[config.mk]
export PLATFORM = sky130hd
export DESIGN_NAME = nand_cmd_front
export DESIGN_NICKNAME = d
export VERILOG_FILES = /design/src/rtl/nand_fe_pkg.sv /design/src/rtl/nand_fe_sync.sv /design/src/rtl/nand_fe_router.sv /design/src/rtl/nand_fe_colbuf.sv /design/src/rtl/nand_cmd_front.sv
export SDC_FILE = /design/constraint.sdc
export NUM_CORES = 1
export LEC_CHECK = 0
export ABC_AREA = 1
export BUFFER_PORTS_ARGS = -buffer_cell sky130_fd_sc_hd__buf_2
export CORE_ASPECT_RATIO = 1.1
export CORE_UTILIZATION = 44
export DETAILED_ROUTE_END_ITERATION = 8
export GPL_ROUTABILITY_DRIVEN = 0
export SYNTH_ARGS = -nofsm -noshare
export SYNTH_HDL_FRONTEND = slang
export SYNTH_SLANG_ARGS = --single-unit
[constraint.sdc]
create_clock -name clk -period 3.5 [get_ports clk]
set_input_delay 0.525 -clock clk [delete_from_list [all_inputs] [get_ports clk]]
set_output_delay 0.525 -clock clk [all_outputs]
set_load 0.01 [all_outputs]
[src/rtl/nand_fe_pkg.sv]
`timescale 1ns/1ps
package nand_fe_pkg;

    typedef enum logic [1:0] {
        LK_IDLE,
        LK_CMD,
        LK_ADDR,
        LK_DATA
    } latch_kind_e;

    typedef struct packed {
        latch_kind_e kind;
        logic        clash;
        logic [15:0] bus;
    } bus_cycle_t;

    localparam logic [7:0] OP_PROG_SETUP  = 8'h80;
    localparam logic [7:0] OP_PROG_GO     = 8'h10;
    localparam logic [7:0] OP_ERASE_SETUP = 8'h60;
    localparam logic [7:0] OP_ERASE_GO    = 8'hD0;

    // Opcodes that alter the array and therefore obey the write guard.
    function automatic logic is_guarded(input logic [7:0] op);
        return (op == OP_PROG_SETUP) || (op == OP_PROG_GO) ||
               (op == OP_ERASE_SETUP) || (op == OP_ERASE_GO);
    endfunction

    function automatic bus_cycle_t classify(input logic cle, input logic ale,
                                            input logic [15:0] bus);
        bus_cycle_t c;
        c.bus   = bus;
        c.clash = cle & ale;
        unique case ({cle, ale})
            2'b10:   c.kind = LK_CMD;
            2'b01:   c.kind = LK_ADDR;
            2'b00:   c.kind = LK_DATA;
            default: c.kind = LK_IDLE;
        endcase
        return c;
    endfunction

endpackage

[src/rtl/nand_fe_sync.sv]
`timescale 1ns/1ps
module nand_fe_sync #(
    parameter int             N         = 3,
    parameter int             STAGES    = 2,
    parameter logic [N-1:0]   RESET_VAL = '1
) (
    input  logic         clk,
    input  logic         rst,
    input  logic [N-1:0] async_i,
    output logic [N-1:0] level_o,
    output logic [N-1:0] rise_o,
    output logic [N-1:0] fall_o
);
    for (genvar i = 0; i < N; i++) begin : g_bit
        // STAGES synchronizer flops plus one history flop for edge detect
        logic [STAGES:0] sh;
        always_ff @(posedge clk) begin
            if (rst) sh <= {(STAGES+1){RESET_VAL[i]}};
            else     sh <= {sh[STAGES-1:0], async_i[i]};
        end
        assign level_o[i] = sh[STAGES-1];
        assign rise_o[i]  = sh[STAGES-1] & ~sh[STAGES];
        assign fall_o[i]  = ~sh[STAGES-1] & sh[STAGES];
    end
endmodule

[src/rtl/nand_fe_router.sv]
`timescale 1ns/1ps
module nand_fe_router
    import nand_fe_pkg::*;
#(
    parameter int ADDR_BYTES = 4,
    localparam int ADDR_W    = 8 * ADDR_BYTES
) (
    input  logic              clk,
    input  logic              rst,
    input  logic              accept,
    input  logic              we_rise,
    input  logic              cle,
    input  logic              ale,
    input  logic              wp_n,
    input  logic              x16,
    input  logic [15:0]       io_in,
    output logic [7:0]        cmd_q,
    output logic              cmd_stb,
    output logic [ADDR_W-1:0] addr_q,
    output logic              wr_stb,
    output logic [15:0]       wr_word,
    output logic              col_load,
    output logic [7:0]        col_val,
    output logic              latch_err,
    output logic              wp_reject
);
    bus_cycle_t cyc;
    logic       addr_first;

    assign cyc = classify(cle, ale, io_in);

    always_ff @(posedge clk) begin
        if (rst) begin
            cmd_q      <= '0;
            cmd_stb    <= 1'b0;
            addr_q     <= '0;
            wr_stb     <= 1'b0;
            wr_word    <= '0;
            col_load   <= 1'b0;
            col_val    <= '0;
            latch_err  <= 1'b0;
            wp_reject  <= 1'b0;
            addr_first <= 1'b0;
        end else begin
            cmd_stb  <= 1'b0;
            wr_stb   <= 1'b0;
            col_load <= 1'b0;
            if (accept && we_rise) begin
                if (cyc.clash) begin
                    latch_err <= 1'b1;
                end else begin
                    unique case (cyc.kind)
                        LK_CMD: begin
                            if (!wp_n && is_guarded(cyc.bus[7:0])) begin
                                wp_reject <= 1'b1;
                            end else begin
                                cmd_q      <= cyc.bus[7:0];
                                cmd_stb    <= 1'b1;
                                wp_reject  <= 1'b0;
                                addr_q     <= '0;
                                addr_first <= 1'b1;
                            end
                        end
                        LK_ADDR: begin
                            addr_q     <= {addr_q[ADDR_W-9:0], cyc.bus[7:0]};
                            addr_first <= 1'b0;
                            if (addr_first) begin
                                col_load <= 1'b1;
                                col_val  <= cyc.bus[7:0];
                            end
                        end
                        LK_DATA: begin
                            wr_stb  <= 1'b1;
                            wr_word <= x16 ? cyc.bus : {8'h00, cyc.bus[7:0]};
                        end
                        default: ;
                    endcase
                end
            end
        end
    end
endmodule

[src/rtl/nand_fe_colbuf.sv]
`timescale 1ns/1ps
module nand_fe_colbuf #(
    parameter int  PAGE_WORDS = 16,
    localparam int COL_W      = (PAGE_WORDS > 1) ? $clog2(PAGE_WORDS) : 1
) (
    input  logic             clk,
    input  logic             rst,
    input  logic             col_load,
    input  logic [7:0]       col_val,
    input  logic             wr_stb,
    input  logic [15:0]      wr_word,
    input  logic             re_fall,
    output logic [COL_W-1:0] col_o,
    output logic [15:0]      rd_word
);
    logic [15:0]      mem [PAGE_WORDS];
    logic [COL_W-1:0] col_next;

    assign col_next = (col_o == COL_W'(PAGE_WORDS - 1)) ? '0 : col_o + 1'b1;

    always_ff @(posedge clk) begin
        if (rst) begin
            col_o   <= '0;
            rd_word <= '0;
        end else if (col_load) begin
            col_o <= COL_W'(int'(col_val) % PAGE_WORDS);
        end else if (wr_stb) begin
            col_o <= col_next;
        end else if (re_fall) begin
            rd_word <= mem[col_o];
            col_o   <= col_next;
        end
    end

    // Behavioural page storage; no reset on purpose.
    always_ff @(posedge clk) begin
        if (!rst && !col_load && wr_stb) mem[col_o] <= wr_word;
    end
endmodule

[src/rtl/nand_cmd_front.sv]
`timescale 1ns/1ps
module nand_cmd_front
    import nand_fe_pkg::*;
#(
    parameter int  PAGE_WORDS   = 16,
    parameter int  ADDR_BYTES   = 4,
    parameter int  RECOVERY_CYC = 200,
    parameter int  SYNC_STAGES  = 2,
    localparam int ADDR_W       = 8 * ADDR_BYTES,
    localparam int COL_W        = (PAGE_WORDS > 1) ? $clog2(PAGE_WORDS) : 1,
    localparam int RC_W         = $clog2(RECOVERY_CYC + 1)
) (
    input  logic              clk,
    input  logic              rst,
    input  logic              ce_n,
    input  logic              cle,
    input  logic              ale,
    input  logic              we_n,
    input  logic              re_n,
    input  logic              wp_n,
    input  logic              x16,
    input  logic              busy_i,
    input  logic              seq_read_i,
    input  logic [15:0]       io_in,
    output logic [15:0]       io_out,
    output logic              io_oe,
    output logic [7:0]        cmd_q,
    output logic              cmd_stb,
    output logic [ADDR_W-1:0] addr_q,
    output logic [COL_W-1:0]  col_o,
    output logic              latch_err,
    output logic              wp_reject,
    output logic              ready,
    output logic              abort_o
);
    // pin order inside the synchronizer: 0 write strobe, 1 read strobe, 2 chip select
    logic [2:0] pin_lvl, pin_rise, pin_fall;
    logic [RC_W-1:0] rc_cnt;
    logic            wr_stb, col_load;
    logic [15:0]     wr_word;
    logic [7:0]      col_val;

    nand_fe_sync #(.N(3), .STAGES(SYNC_STAGES), .RESET_VAL(3'b111)) u_sync (
        .clk(clk), .rst(rst),
        .async_i({ce_n, re_n, we_n}),
        .level_o(pin_lvl), .rise_o(pin_rise), .fall_o(pin_fall)
    );

    always_ff @(posedge clk) begin
        if (rst) begin
            rc_cnt <= '0;
            ready  <= 1'b0;
        end else if (rc_cnt == RC_W'(RECOVERY_CYC)) begin
            ready  <= 1'b1;
        end else begin
            rc_cnt <= rc_cnt + 1'b1;
        end
    end

    nand_fe_router #(.ADDR_BYTES(ADDR_BYTES)) u_router (
        .clk(clk), .rst(rst), .accept(ready), .we_rise(pin_rise[0]),
        .cle(cle), .ale(ale), .wp_n(wp_n), .x16(x16), .io_in(io_in),
        .cmd_q(cmd_q), .cmd_stb(cmd_stb), .addr_q(addr_q),
        .wr_stb(wr_stb), .wr_word(wr_word),
        .col_load(col_load), .col_val(col_val),
        .latch_err(latch_err), .wp_reject(wp_reject)
    );

    nand_fe_colbuf #(.PAGE_WORDS(PAGE_WORDS)) u_colbuf (
        .clk(clk), .rst(rst), .col_load(col_load), .col_val(col_val),
        .wr_stb(wr_stb), .wr_word(wr_word), .re_fall(pin_fall[1]),
        .col_o(col_o), .rd_word(io_out)
    );

    always_ff @(posedge clk) begin
        if (rst) begin
            io_oe   <= 1'b0;
            abort_o <= 1'b0;
        end else begin
            io_oe   <= ~pin_lvl[2] & ~pin_lvl[1];
            abort_o <= pin_rise[2] & busy_i & seq_read_i;
        end
    end
endmodule

==> Word level (Yosys, flattened, before mapping) <==
Memories as Yosys holds them, arrays and structs flattened. A register that Yosys moved wholly into a read port is not among the register bits.
Index checks and enable logic that the tools add are counted.
{ "classes": {"bitwise_logic": 18, "n_eq_ne": 12, "n_mux": 16, "reduce_logical": 23, "add_sub_neg": 2} }
{ "ops": {"columns": ["op", "count"], "rows": [
  ["$pmux W32 S2", 1],
  ["$mux W32", 1],
  ["$eq A8 B8 Y1 const B", 3],
  ["$mux W16", 1],
  ["$mux W4", 4],
  ["$reduce_and A4 Y1", 3],
  ["$not A1 Y1", 11],
  ["$reduce_and A3 Y1", 3],
  ["$add A8 B1 Y8 const B", 1],
  ["$eq A8 B5 Y1 const B", 1],
  ["$eq A8 B7 Y1 const B", 1],
  ["$reduce_or A4 Y1", 2],
  ["$and A1 B1 Y1", 7],
  ["$mux W1", 7],
  ["$eq A2 B2 Y1 const B", 3],
  ["$pmux W2 S3", 1],
  ["$add A4 B1 Y4 const B", 1],
  ["$eq A2 B1 Y1 const B", 2],
  ["$eq A4 B4 Y1 const B", 1],
  ["$logic_and A1 B1 Y1", 4],
  ["$logic_not A1 Y1", 3],
  ["$logic_or A1 B1 Y1", 3],
  ["$reduce_bool A3 Y1", 1],
  ["$reduce_or A3 Y1", 1],
  ["5 further kinds", 5]
]} }
{ "totals": {"ram_bits": 256, "n_memories": 1, "in_bits": 27, "word_cells": 90, "output_inout_bits": 66, "regBits": 90} }
{ "memory_table": {"columns": ["memory", "depth", "word_bits", "read_ports", "rd_clocked_by_memory_dff", "write_ports", "line", "text"], "rows": [
  ["u_colbuf.mem", 16, 16, 1, 1, 1, "nand_fe_colbuf.sv:16", "logic [15:0] mem [PAGE_WORDS];"]
]} }

==> Longest topological paths before layout <==
{ "depth": {"word_depth": 7, "ltp_mapped": 10, "ltp_nobuf": 9} }

==> Hierarchy <==
Synthesis repeated with hierarchy kept, for this count alone.
{ "hier_totals": {"hier_cells": 1552, "area_unflattened_um2": 15364.7} }
{ "modules_own_cells": {"columns": ["module", "area_per_inst_um2", "seq_area_each_um2", "n_inst", "cells_each"], "rows": [
  ["nand_fe_colbuf", 11652.4, 8087.8, 1, 1117],
  ["nand_fe_router", 2882.8, 1401.3, 1, 320],
  ["nand_cmd_front", 521.8, 220.2, 1, 75],
  ["nand_fe_sync", 307.8, 180.2, 1, 40]
]} }

==> Worst setup path before layout <==
No wires, ideal clock.
{ "synth_path": {"path_kind": "flip-flop to flip-flop", "startpoint": "reg u_colbuf.col_o[2]", "endpoint": "mem u_colbuf.mem[7][0], enable pin", "arrival_time_ps": 2278, "slack_ps": 813, "path_buffers": 2, "period_less_slack_ps": 2687, "stages_incl_launch_ff": 7, "t_required_ps": 3091, "setup_ps": 409, "cell_sequence": "dfxtp_1 > clkbuf_2 > inv_1 > nor2_2 > buf_2 > inv_1 > nor3_1"} }
{ "synth_rtl": {"columns": ["element", "line", "text"], "rows": [
  ["start, declared", "nand_fe_colbuf.sv:13", "output logic [COL_W-1:0] col_o,"],
  ["start signal, assigned", "nand_fe_colbuf.sv:26", "col_o <= COL_W'(int'(col_val) % PAGE_WORDS);"],
  ["start signal, assigned", "nand_fe_colbuf.sv:28", "col_o <= col_next;"],
  ["start signal, assigned", "nand_fe_colbuf.sv:31", "col_o <= col_next;"],
  ["end, declared", "nand_fe_colbuf.sv:16", null]
]} }
Straight into the memory's write port.

==> Final worst setup path <==
{ "layout_path": {"startpoint": "reg u_colbuf.col_o[0]", "endpoint": "out col_o[0]"} }
{ "layout_rtl": {"columns": ["element", "line", "text"], "rows": [
  ["end, declared", "nand_cmd_front.sv:30", "output logic [COL_W-1:0] col_o,"]
]} }
No word-level cell between the ends.

==> flow_summary.json <==
{
  "clk_pin_slew_ns": 0.05,
  "tritoncts": "done",
  "cts_hold_buf": 0,
  "dpl.hpwl_um": 21200,
  "path_class": "flip-flop to output port",
  "yosys.area_share.simple_pct": 20.7,
  "start_util_pct": 45.1,
  "setup_ws_ns": 0.612,
  "area_delta_synth_final_pct": 14.5,
  "drtPass1Iterations": 5,
  "p_total_uw": 8840,
  "multi_input_area_mm2": 0.00424,
  "synth_cell_types": 36,
  "drive_gt1_share_pct": 13.9,
  "crit_arrival_ns": 2.36,
  "io_pins": 93,
  "diodes": 0,
  "rsz0062_at_grt": "false",
  "slowest_stage": "buf_4",
  "grt_start_max_net_pins": 99,
  "powerDensity_mw_per_mm2": 524,
  "muxShareOfSynthArea_pct": 0,
  "numCtsBuffers": 38,
  "worst_setup_path_start_kind": "flip-flop",
  "antenna_left": 0,
  "finalSetupTns_ns": 0,
  "hold_viol": 0,
  "clk_latency_ns": 0.52,
  "register_area_mm2": 0.00981,
  "overflow": 0,
  "status": "finished clean",
  "yosysSeqAreaShare_pct": 66.7,
  "preCtsSetupSlack_ns": 1.07,
  "postCtsSetupBuffers": 0,
  "synth_compound_area_share_pct": 6.62,
  "synth_top_cell_area_share_pct": 52.2,
  "grt_util_all_layers_pct": 20.8,
  "ir_drop_v": 0.000319,
  "max_cap_viol_count": 0,
  "crit_chain": "buf_4, buf_2",
  "nFillCells": 2968,
  "die-area_mm2": 0.0342,
  "yosysWarnings": 0,
  "final_nets": 1593,
  "cts_resized": 0,
  "dieHeight_um": 194,
  "syn_inst": 1463,
  "drt_iter0_markers": 829,
  "grt_pass1_wl_um": 55500,
  "coreArea_mm2": 0.0326,
  "cts_buffer_depth": 3,
  "wl_per_cell_um": 17.4,
  "netlist_area_mm2": 0.0147,
  "drt-total-wl_um": 34900,
  "fin_crit_ns": 2.89,
  "post-route-period-util_pct": 82.5,
  "synth_area_leaders": "edfxtp_1, dfxtp_1, nand2_1",
  "path_delay_family": "buffers and inverters",
  "drv_slew": 0,
  "syn-mean-instance-area_um2": 10.1,
  "htree_levels": 2,
  "cp_max_fo": 88,
  "tightest_slew_ns": 1.09,
  "viasPerCell": 5.10,
  "die_w_um": 176,
  "hold_class": "primary input to flip-flop",
  "placement.io_buffers": 92,
  "cp_num_buf_inv": 2,
  "synth-seq-cells": 362,
  "synth_top_family_by_area": "simple AND/OR/NAND/NOR gates",
  "design_area_mm2": 0.0169,
  "setup-violations-final": 0,
  "placed_area_mm2": 0.0156,
  "antenna_found_initial": 0,
  "drc_errors": 0,
  "crit_required_ns": 2.97,
  "clock_skew_ns": 0.0127,
  "synth_top_area_cell": "edfxtp_1",
  "synth.net_count": 1502,
  "vias": 10300,
  "yosys.area_share.adder_pct": 1.02,
  "endpoint_kind": "output port",
  "max_freq_mhz": 346,
  "grt_pass1_vias": 9922,
  "clock_sinks": 362,
  "num_rows": 69,
  "p_leak_uw": 0.00698,
  "maxSlewHeadroom_pct": 27.4,
  "cts.root.buffer_cell": "clkbuf_16",
  "synth-xor-area-share_pct": 0.238,
  "crit_path_max_incr_delay_ns": 0.83
}
## area by class of cell
type / count / share of cell area (%)
clock inverters: 9 / 0.386
inverters: 72 / 1.61
multi-input cells: 948 / 25.1
repair buffers: 132 / 4.59
well taps: 426 / 3.16
flip-flops and latches: 362 / 58.2
clock buffers: 61 / 6.90
## per-stage QoR
stage / util, % / hold WS [ns] / instances
floorplan: - / 0.375 / 1463
global placement: 47.9 / 0.380 / 1940
detailed placement: 47.9 / 0.384 / 1940
CTS: 51.6 / 0.171 / 2010
global route: 51.6 / 0.182 / 2010
finish: 51.6 / 0.186 / 2010
## registers in the layout, indices dropped and copies added (netlist names), 4 cells and up
signal            flops
u_colbuf.mem        256
u_router.addr_q      32
u_colbuf.rd_word     16
u_router.wr_word     16
u_sync.g_bit.sh       9
rc_cnt                8
u_router.cmd_q        8
u_colbuf.col_o        4
u_router.col_val      4
## where the power goes
| part | switching (µW) | total (µW) | internal, µW |
|---|---|---|---|
| clock network | 1580 | 3930 | 2350 |
| registers | 26.2 | 4570 | 4550 |
| logic | 231 | 337 | 106 |
| total | 1840 | 8840 | 7000 |
## placed cells by master (no fill, tap or decap), types with 4 or more instances in the layout
cell	n
edfxtp_1	256
clkbuf_8	4
clkinv_1	5
inv_2	5
clkbuf_1	15
clkinv_2	5
nand2_1	301
a21oi_1	47
buf_4	39
nand4_1	10
inv_1	65
clkbuf_16	42
o21ai_1	72
nor2_2	7
buf_2	92
nand3_1	100
ha_1	12
nor2_1	297
or2_2	8
dfxtp_1	104
o21ai_0	67
## worst register-to-register path: cells and delay by family, from the launching register on
kind | cells | cell delay, ns
flops | 1 | 0.69
buf+inv | 1 | 0.85
compound gates | 1 | 0.10
simple gates | 7 | 0.77
## final timing paths
kind | startpoint | to | slack [ns] | cells past startpoint
setup / recovery | u_colbuf.col_o[0]$_SDFFE_PP0P_ | col_o[0] | 0.61 | 2
hold / removal | ce_n | u_sync.g_bit[2].sh[0]$_SDFF_PP1_ | 0.19 | 2
setup reg to reg | u_colbuf.col_o[0]$_SDFFE_PP0P_ | u_colbuf.rd_word[5]$_SDFFE_PP0P_ | 1.05 | 9
hold reg to reg | u_sync.g_bit[2].sh[2]$_SDFF_PP1_ | abort_o$_SDFF_PP0_ | 0.40 | 1
## metal layers
layer | share of wire [%] | up-vias | global-route usage [%]
met4 | 2.3 | 0 | 5.81
met5 | 0 | - | 0
met3 | 5.2 | 57 | 3.14
met1 | 45 | 4880 | 29.0
met2 | 47 | 255 | 33.8
li1 | - | 5062 | -
## logic make-up (layout without fill, tap and decap cells)
family / after synthesis / in the layout
AO/OA/AOI/OAI: 192 / 192
XOR/XNOR: 4 / 4
adder cells (fa/ha/maj): 12 / 12
buffers and inverters: 153 / 274
flip-flops: 362 / 362
AND/OR/NAND/NOR: 740 / 740
## cell usage after synthesis
cell and count:
inv_2 6, nor3_1 6, nand3_4 1, nor3b_4 1, a31oi_1 3, buf_6 7, nor3_2 1, nand2_1 301
buf_1 3, ha_1 12, buf_4 8, o21a_1 1, xnor2_1 2, clkbuf_2 2, o31ai_1 1, nor2_2 3
clkbuf_1 28, nand4_1 10, xor2_1 2, o21ai_1 72, nor2_1 301, nand3_1 100, dfxtp_1 106, a311oi_1 1
edfxtp_1 256, inv_1 65, nor3_4 1, nor2_4 1, a21oi_1 47, buf_2 33, clkinv_1 1, nand2_2 3
nand3_2 2, nand2_4 1, o21ai_0 67, or2_2 8
No activity file was read; power rests on OpenSTA's default activity.
